==> src/rtl/fault_bank_pkg.sv <==
package fault_bank_pkg;
  localparam int FLT_W = 8;
  localparam int POLL_HI = 4;
  typedef logic [FLT_W-1:0] flt_t;

  localparam int BIT_CV  = 0;
  localparam int BIT_CCP = 1;
  localparam int BIT_CCN = 2;
  localparam int BIT_OV  = 3;
  localparam int BIT_OC  = 4;
  localparam int BIT_OT  = 5;
  localparam int BIT_RI  = 6;
  localparam int BIT_UNR = 7;

  // regulation-mode bits that a setting command re-fires
  localparam flt_t REARM_SEL = flt_t'((1 << BIT_CV) | (1 << BIT_CCP) |
                                      (1 << BIT_CCN) | (1 << BIT_UNR));

  function automatic flt_t rise_of(input flt_t now_v, input flt_t was_v);
    return now_v & ~was_v;
  endfunction

  // bits that latch this cycle
  function automatic flt_t set_bits(input flt_t stat_rise, input flt_t mask_eff,
                                    input flt_t mask_rise, input flt_t status,
                                    input logic rearm);
    flt_t re;
    re = rearm ? (REARM_SEL & mask_eff & status) : '0;
    return (stat_rise & mask_eff) | (mask_rise & status) | re;
  endfunction

  // a new event beats a same-cycle clear
  function automatic flt_t fault_update(input flt_t cur, input flt_t set_v,
                                        input logic clr);
    return (clr ? '0 : cur) | set_v;
  endfunction
endpackage

==> src/rtl/fault_chan.sv <==
module fault_chan
  import fault_bank_pkg::*;
(
  input  logic clk,
  input  logic rst_n,
  input  flt_t status_i,
  input  logic mask_we_i,
  input  flt_t mask_wd_i,
  input  logic clr_i,
  input  logic rearm_i,
  output flt_t mask_o,
  output flt_t fault_o,
  output logic any_o
);
  flt_t stat_q, mask_q, fault_q;
  flt_t stat_rise_w, mask_rise_w, mask_eff_w, set_evt_w, fault_d;

  always_comb begin
    stat_rise_w = rise_of(status_i, stat_q);
    mask_eff_w  = mask_we_i ? mask_wd_i : mask_q;
    mask_rise_w = mask_we_i ? rise_of(mask_wd_i, mask_q) : '0;
    set_evt_w   = set_bits(stat_rise_w, mask_eff_w, mask_rise_w, status_i, rearm_i);
    fault_d     = fault_update(fault_q, set_evt_w, clr_i);
  end

  always_ff @(posedge clk or negedge rst_n) begin
    if (!rst_n) begin
      stat_q  <= '0;
      mask_q  <= '0;
      fault_q <= '0;
    end else begin
      stat_q  <= status_i;
      fault_q <= fault_d;
      if (mask_we_i) mask_q <= mask_wd_i;
    end
  end

  assign mask_o  = mask_q;
  assign fault_o = fault_q;
  assign any_o   = |fault_q;

  AST_EVENT_LATCHES: assert property (@(posedge clk) disable iff (!rst_n)
    (set_evt_w != '0) |=> ((fault_q & $past(set_evt_w)) == $past(set_evt_w)));
  AST_RISE_EXPLAINED: assert property (@(posedge clk) disable iff (!rst_n)
    1'b1 |=> ((fault_q & ~$past(fault_q) & ~$past(set_evt_w)) == '0));
  AST_STICKY_NO_READ: assert property (@(posedge clk) disable iff (!rst_n)
    !clr_i |=> ((fault_q & $past(fault_q)) == $past(fault_q)));
  AST_READ_EMPTIES: assert property (@(posedge clk) disable iff (!rst_n)
    (clr_i && set_evt_w == '0) |=> (fault_q == '0));
  AST_MASK_TAKES: assert property (@(posedge clk) disable iff (!rst_n)
    mask_we_i |=> (mask_o == $past(mask_wd_i)));
endmodule

==> src/rtl/fault_poll.sv <==
module fault_poll #(
  parameter int NUM_CH = 4
) (
  input  logic              pon_i,
  input  logic              rqs_i,
  input  logic              err_i,
  input  logic              rdy_i,
  input  logic [NUM_CH-1:0] fau_i,
  output logic [NUM_CH+3:0] poll_o
);
  // system flags above the per-channel fault flags
  assign poll_o = {pon_i, rqs_i, err_i, rdy_i, fau_i};
endmodule

==> src/rtl/fault_bank.sv <==
module fault_bank
  import fault_bank_pkg::*;
#(
  parameter int NUM_CH = 4,
  localparam int CH_W = $clog2(NUM_CH),
  localparam int POLL_W = NUM_CH + POLL_HI
) (
  input  logic                    clk,
  input  logic                    rst_n,
  input  logic [NUM_CH*FLT_W-1:0] status_i,
  input  logic                    mask_wr_i,
  input  logic [CH_W-1:0]         mask_ch_i,
  input  logic [FLT_W-1:0]        mask_data_i,
  input  logic [CH_W-1:0]         mask_rd_ch_i,
  output logic [FLT_W-1:0]        mask_rd_o,
  input  logic                    flt_rd_i,
  input  logic [CH_W-1:0]         flt_ch_i,
  output logic [FLT_W-1:0]        flt_rd_o,
  input  logic                    rearm_i,
  input  logic [CH_W-1:0]         rearm_ch_i,
  input  logic                    pon_i,
  input  logic                    rqs_i,
  input  logic                    err_i,
  input  logic                    rdy_i,
  output logic [POLL_W-1:0]       poll_o
);
  flt_t mask_w  [NUM_CH];
  flt_t fault_w [NUM_CH];
  logic [NUM_CH-1:0] fau_w;

  for (genvar i = 0; i < NUM_CH; i++) begin : g_ch
    logic we_w, clr_w, ra_w;
    assign we_w  = mask_wr_i && (mask_ch_i == CH_W'(i));
    assign clr_w = flt_rd_i && (flt_ch_i == CH_W'(i));
    assign ra_w  = rearm_i && (rearm_ch_i == CH_W'(i));

    fault_chan u_chan (
      .clk       (clk),
      .rst_n     (rst_n),
      .status_i  (status_i[i*FLT_W +: FLT_W]),
      .mask_we_i (we_w),
      .mask_wd_i (mask_data_i),
      .clr_i     (clr_w),
      .rearm_i   (ra_w),
      .mask_o    (mask_w[i]),
      .fault_o   (fault_w[i]),
      .any_o     (fau_w[i])
    );

    AST_POLL_TRACKS: assert property (@(posedge clk) disable iff (!rst_n)
      poll_o[i] == (fault_w[i] != '0));
  end

  assign mask_rd_o = mask_w[mask_rd_ch_i];
  assign flt_rd_o  = fault_w[flt_ch_i];

  fault_poll #(.NUM_CH(NUM_CH)) u_poll (
    .pon_i  (pon_i),
    .rqs_i  (rqs_i),
    .err_i  (err_i),
    .rdy_i  (rdy_i),
    .fau_i  (fau_w),
    .poll_o (poll_o)
  );
endmodule

==> config.mk <==
export PLATFORM = sky130hd
export DESIGN_NAME = fault_bank
export DESIGN_NICKNAME = d
export VERILOG_FILES = /design/src/rtl/fault_bank_pkg.sv /design/src/rtl/fault_chan.sv /design/src/rtl/fault_poll.sv /design/src/rtl/fault_bank.sv
export SDC_FILE = /design/constraint.sdc
export NUM_CORES = 1
export LEC_CHECK = 0
export BUFFER_PORTS_ARGS = -buffer_cell sky130_fd_sc_hd__buf_2
export CAP_MARGIN = 40
export CORE_MARGIN = 10
export CORE_UTILIZATION = 55
export CTS_BUF_LIST = sky130_fd_sc_hd__clkbuf_2 sky130_fd_sc_hd__clkbuf_4 sky130_fd_sc_hd__clkbuf_8
export DETAILED_ROUTE_END_ITERATION = 10
export MAX_ROUTING_LAYER = met4
export PLACE_DENSITY = 0.8
export SLEW_MARGIN = 20
export SYNTH_ARGS = -nofsm -noshare
export SYNTH_HDL_FRONTEND = slang
export SYNTH_SLANG_ARGS = --single-unit
export TNS_END_PERCENT = 30
==> constraint.sdc <==
create_clock -name clk -period 2.65 [get_ports clk]
set_input_delay 0.53 -clock clk [delete_from_list [all_inputs] [get_ports clk]]
set_output_delay 0.53 -clock clk [all_outputs]
set_load 0.05 [all_outputs]
**After elaboration in Yosys (flattened, before gate mapping)**

Cells that the tools add are included.

- Register bits: 96
- Input bits: 57
- Word-level logic and storage cells: 106

- $lt $le $gt $ge: 2
- Eq/ne operators: 9
- Multiplexer cells: 22
- Bitwise logic cells: 42
- Reductions and logical operators: 19

Operator list:

| kind | number |
|---|---|
| $and A8 B8 Y8 | 20 |
| $mux W8 | 20 |
| $or A8 B8 Y8 | 12 |
| $not A8 Y8 | 8 |
| $bmux W8 S2 | 2 |
| $reduce_or A8 Y1 | 4 |
| $eq A2 B2 Y1 const B | 6 |
| $logic_and A1 B1 Y1 | 12 |
| $eq A2 B1 Y1 const B | 3 |
| $ge A3 B3 Y1 const B | 2 |
| $logic_not A2 Y1 | 3 |
| $not A2 Y3 | 2 |

**Logic depth before layout (Yosys ltp)**

Gate-level depths: netlist of run 1.

- Depth after elaboration: 7
- Gate-level depth with buffers: 3
- Gate-level depth less buffers: 3

**By module**

Synthesis of run 1 repeated with hierarchy kept, for this count alone.

- Cell total of the unflattened synthesis: 252
- Area, all modules: 4065.1 um^2

By module, submodules not included:

| module | times used | cells an instance | area an instance (um^2) | sequential area each (um^2) |
|---|---|---|---|---|
| fault_chan | 4 | 53 | 877.1 | 600.6 |
| fault_bank | 1 | 32 | 496.7 | 0.0 |
| fault_poll | 1 | 8 | 60.1 | 0.0 |

**Worst setup path after synthesis of run 1**

Ideal clock, no wire load.

- Kind: input to output
- From: input port flt_ch_i[0]
- To: output port flt_rd_o[0]
- Arrival: 1.449 ns
- Required time: 2.120 ns
- Path slack: 0.671 ns
- Stages: 2
- Path through: buf_2 -> mux4_2

- Longest elaborated chain between the ends: 4

Ends and longest elaborated chain:

| what | line | RTL |
|---|---|---|
| start, declared | fault_bank.sv:17 | `input logic [CH_W-1:0] flt_ch_i,` |
| $not A2 Y3 (not written as such) | fault_bank.sv:55 | `assign flt_rd_o = fault_w[flt_ch_i];` |
| $bmux W8 S2 | fault_bank.sv:55 |  |
| $mux W8 (not written as such) (2 in a row) | fault_bank.sv:55 |  |
| end, declared | fault_bank.sv:18 | `output logic [FLT_W-1:0] flt_rd_o,` |

No other way between the ends. The select of a mux whose other input is x is not followed.

**Final worst setup path of run 1**

- From: register g_ch[1].u_chan.fault_q[1]
- To: output port poll_o[1]

- Longest elaborated chain between the ends: 1

Ends and longest elaborated chain:

| what | line | RTL |
|---|---|---|
| start, declared | fault_chan.sv:15 | `flt_t stat_q, mask_q, fault_q;` |
| start signal, assigned | fault_chan.sv:33 | `fault_q <= fault_d;` |
| $reduce_or A8 Y1 | fault_chan.sv:40 | `assign any_o = \|fault_q;` |
| end, declared | fault_bank.sv:25 | `output logic [POLL_W-1:0] poll_o` |

No other way between the ends.

==> results by group, run 1 <==
Floorplan
  – Io pins: 81
  – DIE HEIGHT: 104 um
  – Die X: 104 um
  – Initial core utilization: 56.5%
  – Cell row count: 30
  – Core area: 6790 um2
  – Die ar.: 10700 um2

Clock network
  – CTS sink count: 96
  – Clock Latency Late Sink: 350 ps
  – Clk root buf: clkbuf_8
  – TritonCTS Buffers: 9
  – CTS resizes: 0
  – Post-CTS Setup Bufs: 0
  – CTS tree: yes
  – H-Tree Depth: 3
  – Clock Path Buffers: 2
  – Clock transition at path regs: 90 ps
  – Hold Buf Count CTS: 0

Timing
  – Final hold vios: 0
  – Unrepaired setup endpoints after global routing: no
  – Crit path time final: 2210 ps
  – Setup_tns: 0 ps
  – Final Skew: 6.56 ps
  – Max Transition Viols Final: 0
  – Slew headroom: 58.5%
  – Hold_ws: 118 ps
  – Max Fclk: 452 MHz
  – Slew @ Worst Pin: 617 ps
  – # setup viols final: 0
  – Period utilisation layout: 83.4%

Place
  – Buffers on Ports: 72
  – GPL Wtd Cong: 0.867
  – Post-DP HPWL: 7370 um

Yosys
  – Post-Syn Area: 3840 um2
  – Ys Warns: 0
  – Post-synth top area cell: dfrtp_1
  – Post-synth top flop: dfrtp_1
  – Top cells by area, synth: dfrtp_1 63%, mux2_2 9.4%, mux4_2 9.4%, a32o_1 8.3%, nand3_1 2.3%
  – EDFF count, synth: 0
  – Synth top area share: 62.6%
  – Most frequent cell after synthesis: dfrtp_1
  – Synthesized instance count: 245
  – Top cells by count, synth: 96 x dfrtp_1, 32 x a32o_1, 32 x mux2_2
  – Synthesized flop and latch total: 96
  – Sequential-to-total area share from yosys stat: 62.6%
  – Async SR Flop Fraction: 100%
  – Mean Syn Cell Area: 15.7 um2
  – Mapped Nets: 302
  – Netlist cell types: 16

Worst setup path
  – Critical-path cell list: nor4_1 > nand2_1 > buf_2
  – CP endpoint kind: output port
  – Critical path launch point type: register
  – Crit path DAT: 1680 ps
  – Critical Path Slowest Stage Cell: nor4_1
  – Largest stage delay, worst path: 570 ps
  – Worst Path Class, Setup: reg -> out
  – Critical Path RT: 2120 ps
  – Crit Path Max Fanout: 3

Power
  – Max VDD drop: 0.000314 V
  – Final total power: 3.83 mW
  – Pleak: 1.91 nW
  – PD cells: 853 nW/um2

Job
  – Maxcap violations: 0

Global routing
  – First-pass GRT wire length: 15700 um
  – GRT Util Overall: 19.1%
  – Number of global-route vias before repair: 2821
  – Grt total ovfl: 0
  – Largest net degree at the start of global routing: 64
  – Initial antenna violation count: 2

Drt
  – Total Wirelength: 10100 um
  – Via count: 2633
  – Routed len/inst: 24.0 um
  – DR DRC count: 0
  – DRT iter0 DRCs: 103
  – Detail Route Antenna Nets: 0
  – DRT Pass-1 Iters: 4
  – Vias per cell: 6.28

Status
  – Status: finished clean

Cells and area
  – Post-layout utilization of the core: 66.1%
  – # nets final: 373
  – Syn-to-layout area delta: 17.0%
  – Layout cells sized above 1: 44.5%

Worst hold path
  – Hold WC Path Type: in -> async
-- kinds of logic after synthesis --
group / count (synthesis) / synth area share, %
AO/OA/AOI/OAI: 32 / 8.34
buffers and inverters: 13 / 2.12
multiplexers: 48 / 18.8
AND/OR/NAND/NOR: 56 / 8.18
flip-flops: 96 / 62.6
-- report_power, final --
group	internal, mW	switching [mW]
clock	0.566	0.473
sequential	1.71	0.223
combinational	0.363	0.494
-- sequential cells by signal (all words and copies together), names as in the netlist --
name and flops:
g_ch.u_chan.mask_o 32, g_ch.u_chan.stat_q 32, g_ch.u_chan.fault_o 32
-- cell usage in the layout, fill, tap and decap left out, types with 2 or more instances in the layout --
| cell type | netlist | routed |
|---|---|---|
| mux4_2 | 16 | 16 |
| clkinvlp_4 | 0 | 2 |
| diode_2 | 0 | 2 |
| clkbuf_8 | 0 | 10 |
| nand3b_1 | 4 | 4 |
| nor4_1 | 8 | 8 |
| nand3_1 | 18 | 18 |
| dfrtp_1 | 96 | 96 |
| nand2_1 | 20 | 20 |
| bufinv_16 | 0 | 2 |
| nand3b_2 | 2 | 2 |
| a32o_1 | 32 | 32 |
| mux2_2 | 32 | 32 |
| or3b_2 | 2 | 2 |
| buf_2 | 2 | 71 |
-- cell type report --
| type | instances | area [um2] |
|---|---|---|
| Clock buffer | 11 | 145 |
| Timing Repair Buffer | 73 | 383 |
| Tap cell | 96 | 120 |
| Antenna cell | 2 | 5.00 |
| Sequential cell | 96 | 2400 |
| Clock inverter | 5 | 80.1 |
| Multi-Input combinational cell | 136 | 1360 |
| Fill cell | 483 | 2300 |
-- metal layers --
metal	vias to the layer above	global-route usage [%]	share of wire [%]
met5	-	-	0
met4	0	7.66	1.9
met3	20	3.41	6.2
met2	120	30.4	49
met1	1377	23.7	43
li1	1116	-	-
-- through the flow --
stage / instances / area [um2] / setup WS [ps]
4_1_cts: 417 / 4490 / 455
6_report: 419 / 4490 / 439
2_1_floorplan: 245 / 3840 / 671
3_5_place_dp: 401 / 4260 / 466
3_3_place_gp: 401 / 4260 / 468
5_1_grt: 419 / 4490 / 398
-- worst max-delay path: cells and delay by family (launching register included) --
kind / cells / cell delay [ps]
DFF: 1 / 430
buffers and inverters: 1 / 240
and+or+nand+nor: 2 / 670
-- final timing paths --
kind / from / to / slack, ps / cells past startpoint
min: rst_n / g_ch[3].u_chan.stat_q[7]$_DFF_PN0_ / 120 / 1
max in group asynchronous: rst_n / g_ch[2].u_chan.fault_o[4]$_DFF_PN0_ / 1850 / 2
min in group clk: status_i[15] / g_ch[1].u_chan.stat_q[7]$_DFF_PN0_ / 300 / 1
max: g_ch[1].u_chan.fault_o[1]$_DFF_PN0_ / poll_o[1] / 440 / 3
min reg2reg: g_ch[1].u_chan.fault_o[7]$_DFF_PN0_ / g_ch[1].u_chan.fault_o[7]$_DFF_PN0_ / 540 / 1
max reg2reg: g_ch[3].u_chan.mask_o[0]$_DFF_PN0_ / g_ch[3].u_chan.fault_o[0]$_DFF_PN0_ / 1550 / 2
Power figures use the tool's default switching activity.
==> run 2: changes to the inputs <==
==> constraint.sdc (replaced) <==
create_clock -name clk -period 2.2 [get_ports clk]
set_input_delay 0.44 -clock clk [delete_from_list [all_inputs] [get_ports clk]]
set_output_delay 0.44 -clock clk [all_outputs]
set_load 0.05 [all_outputs]
==> results by group, run 2 (same netlist as run 1, synthesis figures left out) <==
Drt
  – Vias per cell: 6.17
  – Detail Route Antenna Nets: 0
  – DRT Pass-1 Iters: 4
  – Via count: 2586
  – DRT iter0 DRCs: 153
  – Total Wirelength: 9820 um
  – Routed len/inst: 23.4 um
  – DR DRC count: 0

Timing
  – Setup ws final: 198 ps
  – Max Transition Viols Final: 0
  – Crit path time final: 2000 ps
  – Unrepaired setup endpoints after global routing: no
  – Slew headroom: 63.6%
  – Max Fclk: 499 MHz
  – Slew @ Worst Pin: 544 ps
  – # setup viols final: 0
  – Final Skew: 7.05 ps
  – Setup_tns: 0 ps
  – Final hold vios: 0
  – Period utilisation layout: 91.0%

Global routing
  – Grt total ovfl: 0
  – First-pass GRT wire length: 15500 um
  – GRT Util Overall: 19.1%
  – Largest net degree at the start of global routing: 64
  – Initial antenna violation count: 2
  – Number of global-route vias before repair: 2767

Power
  – Clk pwr share: 24.0%
  – Reg power frac: 52.6%
  – Switch Pwr: 1.44 mW
  – Max VDD drop: 0.000430 V
  – Final total power: 4.40 mW
  – Pleak: 1.88 nW
  – Sw Ratio: 32.7%
  – Combinational power share: 23.4%
  – PD cells: 987 nW/um2
  – Internal: 2.96 mW

Worst setup path
  – RR Startpoint: g_ch[2].u_chan.mask_o[2]$_DFF_PN0_
  – Critical Path Sink: poll_o[3]
  – Critical Path RT: 1760 ps
  – Worst reg2reg endpoint: g_ch[2].u_chan.fault_o[2]$_DFF_PN0_
  – Critical Path Source: g_ch[3].u_chan.fault_o[2]$_DFF_PN0_
  – Crit Path Max Fanout: 3
  – Critical path launch point type: register
  – Worst Path Class, Setup: reg -> out
  – Reg2Reg Depth: 2
  – CP endpoint kind: output port
  – Flop-to-flop setup slack: 1130 ps
  – Crit path DAT: 1560 ps

Clock network
  – CTS sink count: 96
  – Clk root buf: clkbuf_8
  – H-Tree Depth: 3
  – Clock Latency Late Sink: 360 ps
  – CTS tree: yes
  – CTS resizes: 0
  – TritonCTS Buffers: 9
  – Clock transition at path regs: 90 ps
  – Clock Path Buffers: 2
  – Post-CTS Setup Bufs: 0
  – Hold Buf Count CTS: 0

Floorplan
  – Io pins: 81
  – Die ar.: 10700 um2
  – Cell row count: 30
  – Die X: 104 um
  – Core area: 6790 um2
  – Initial core utilization: 56.5%
  – DIE HEIGHT: 104 um

Cells and area
  – Most frequent cells in the layout: 96 x dfrtp_1, 71 x buf_2, 32 x mux2_2, 32 x a32o_1, 20 x nand2_1
  – Commonest non-fill, non-tap cell in the layout: dfrtp_1
  – # nets final: 374
  – Syn-to-layout area delta: 16.2%
  – Layout cells sized above 1: 44.9%
  – Fin area: 4460 um2

Place
  – Post-DP HPWL: 7320 um
  – Buffers on Ports: 72
  – Post-DP Area: 4270 um2
  – GPL Wtd Cong: 0.862
  – Worst setup slack after placement: 207 ps

Worst hold path
  – Hold WC Path Type: in -> async

Job
  – Maxcap violations: 0

Status
  – Status: finished clean
run 2: changes by cell type in the layout (fill, tap and decap cells not counted), sizes merged:
| cell | change |
|---|---|
| buf | +1 |
| clkinv | -1 |
| bufinv | -2 |
| clkinvlp | +2 |
run 2: worst min-delay path by stage:
stage / cells after the start / slack [ps] / end / startpoint
2_1_floorplan: 0 / 140 / g_ch[0].u_chan.fault_o[0]$_DFF_PN0_ / rst_n
3_3_place_gp: 1 / 410 / g_ch[3].u_chan.mask_o[7]$_DFF_PN0_ / rst_n
3_5_place_dp: 1 / 410 / g_ch[3].u_chan.stat_q[7]$_DFF_PN0_ / rst_n
4_1_cts: 1 / 30 / g_ch[2].u_chan.fault_o[7]$_DFF_PN0_ / rst_n
5_1_grt: 1 / 40 / g_ch[2].u_chan.fault_o[7]$_DFF_PN0_ / rst_n
6_report: 1 / 20 / g_ch[2].u_chan.stat_q[2]$_DFF_PN0_ / rst_n
run 2: critical path, stage by stage, from the launching register on:
cell and delay, ps:
dfrtp_1 410, nor4_1 410, nand2_1 140, buf_2 240
run 2: power by group through the flow:
stage          Combinational (mW)  Clock, mW  Sequential (mW)
2_1_floorplan               0.794          0             2.24
3_3_place_gp                 1.00          0             2.33
3_5_place_dp                 1.03          0             2.34
4_1_cts                      1.04       1.07             2.31
5_1_grt                      1.10       1.13             2.35
6_report                     1.03       1.06             2.31
run 2: stage by stage:
step	cells	util, %	hold slack, ps
after global routing	419	65.7	42.9
after detailed placement	402	62.8	415
after floorplan	245	-	144
after CTS	417	65.5	31.9
after global placement	402	62.8	406
final	419	65.7	18.1
run 2: final cells by class:
| cell class | instances | area (um2) |
|---|---|---|
| Fill cell | 487 | 2330 |
| Multi-Input combinational cell | 136 | 1360 |
| Clock buffer | 11 | 151 |
| Sequential cell | 96 | 2400 |
| Antenna cell | 2 | 5.00 |
| Clock inverter | 4 | 30.0 |
| Tap cell | 96 | 120 |
| Timing Repair Buffer | 74 | 390 |
run 2: metal layers:
metal | routed length, um | share of wire, % | up-vias | GRT usage (%)
met5 | 0 | 0 | - | -
met4 | 363 | 3.7 | 0 | 8.17
met3 | 635 | 6.5 | 31 | 4.28
met2 | 4640 | 47 | 106 | 28.6
met1 | 4190 | 43 | 1333 | 24.5
li1 | - | - | 1116 | -
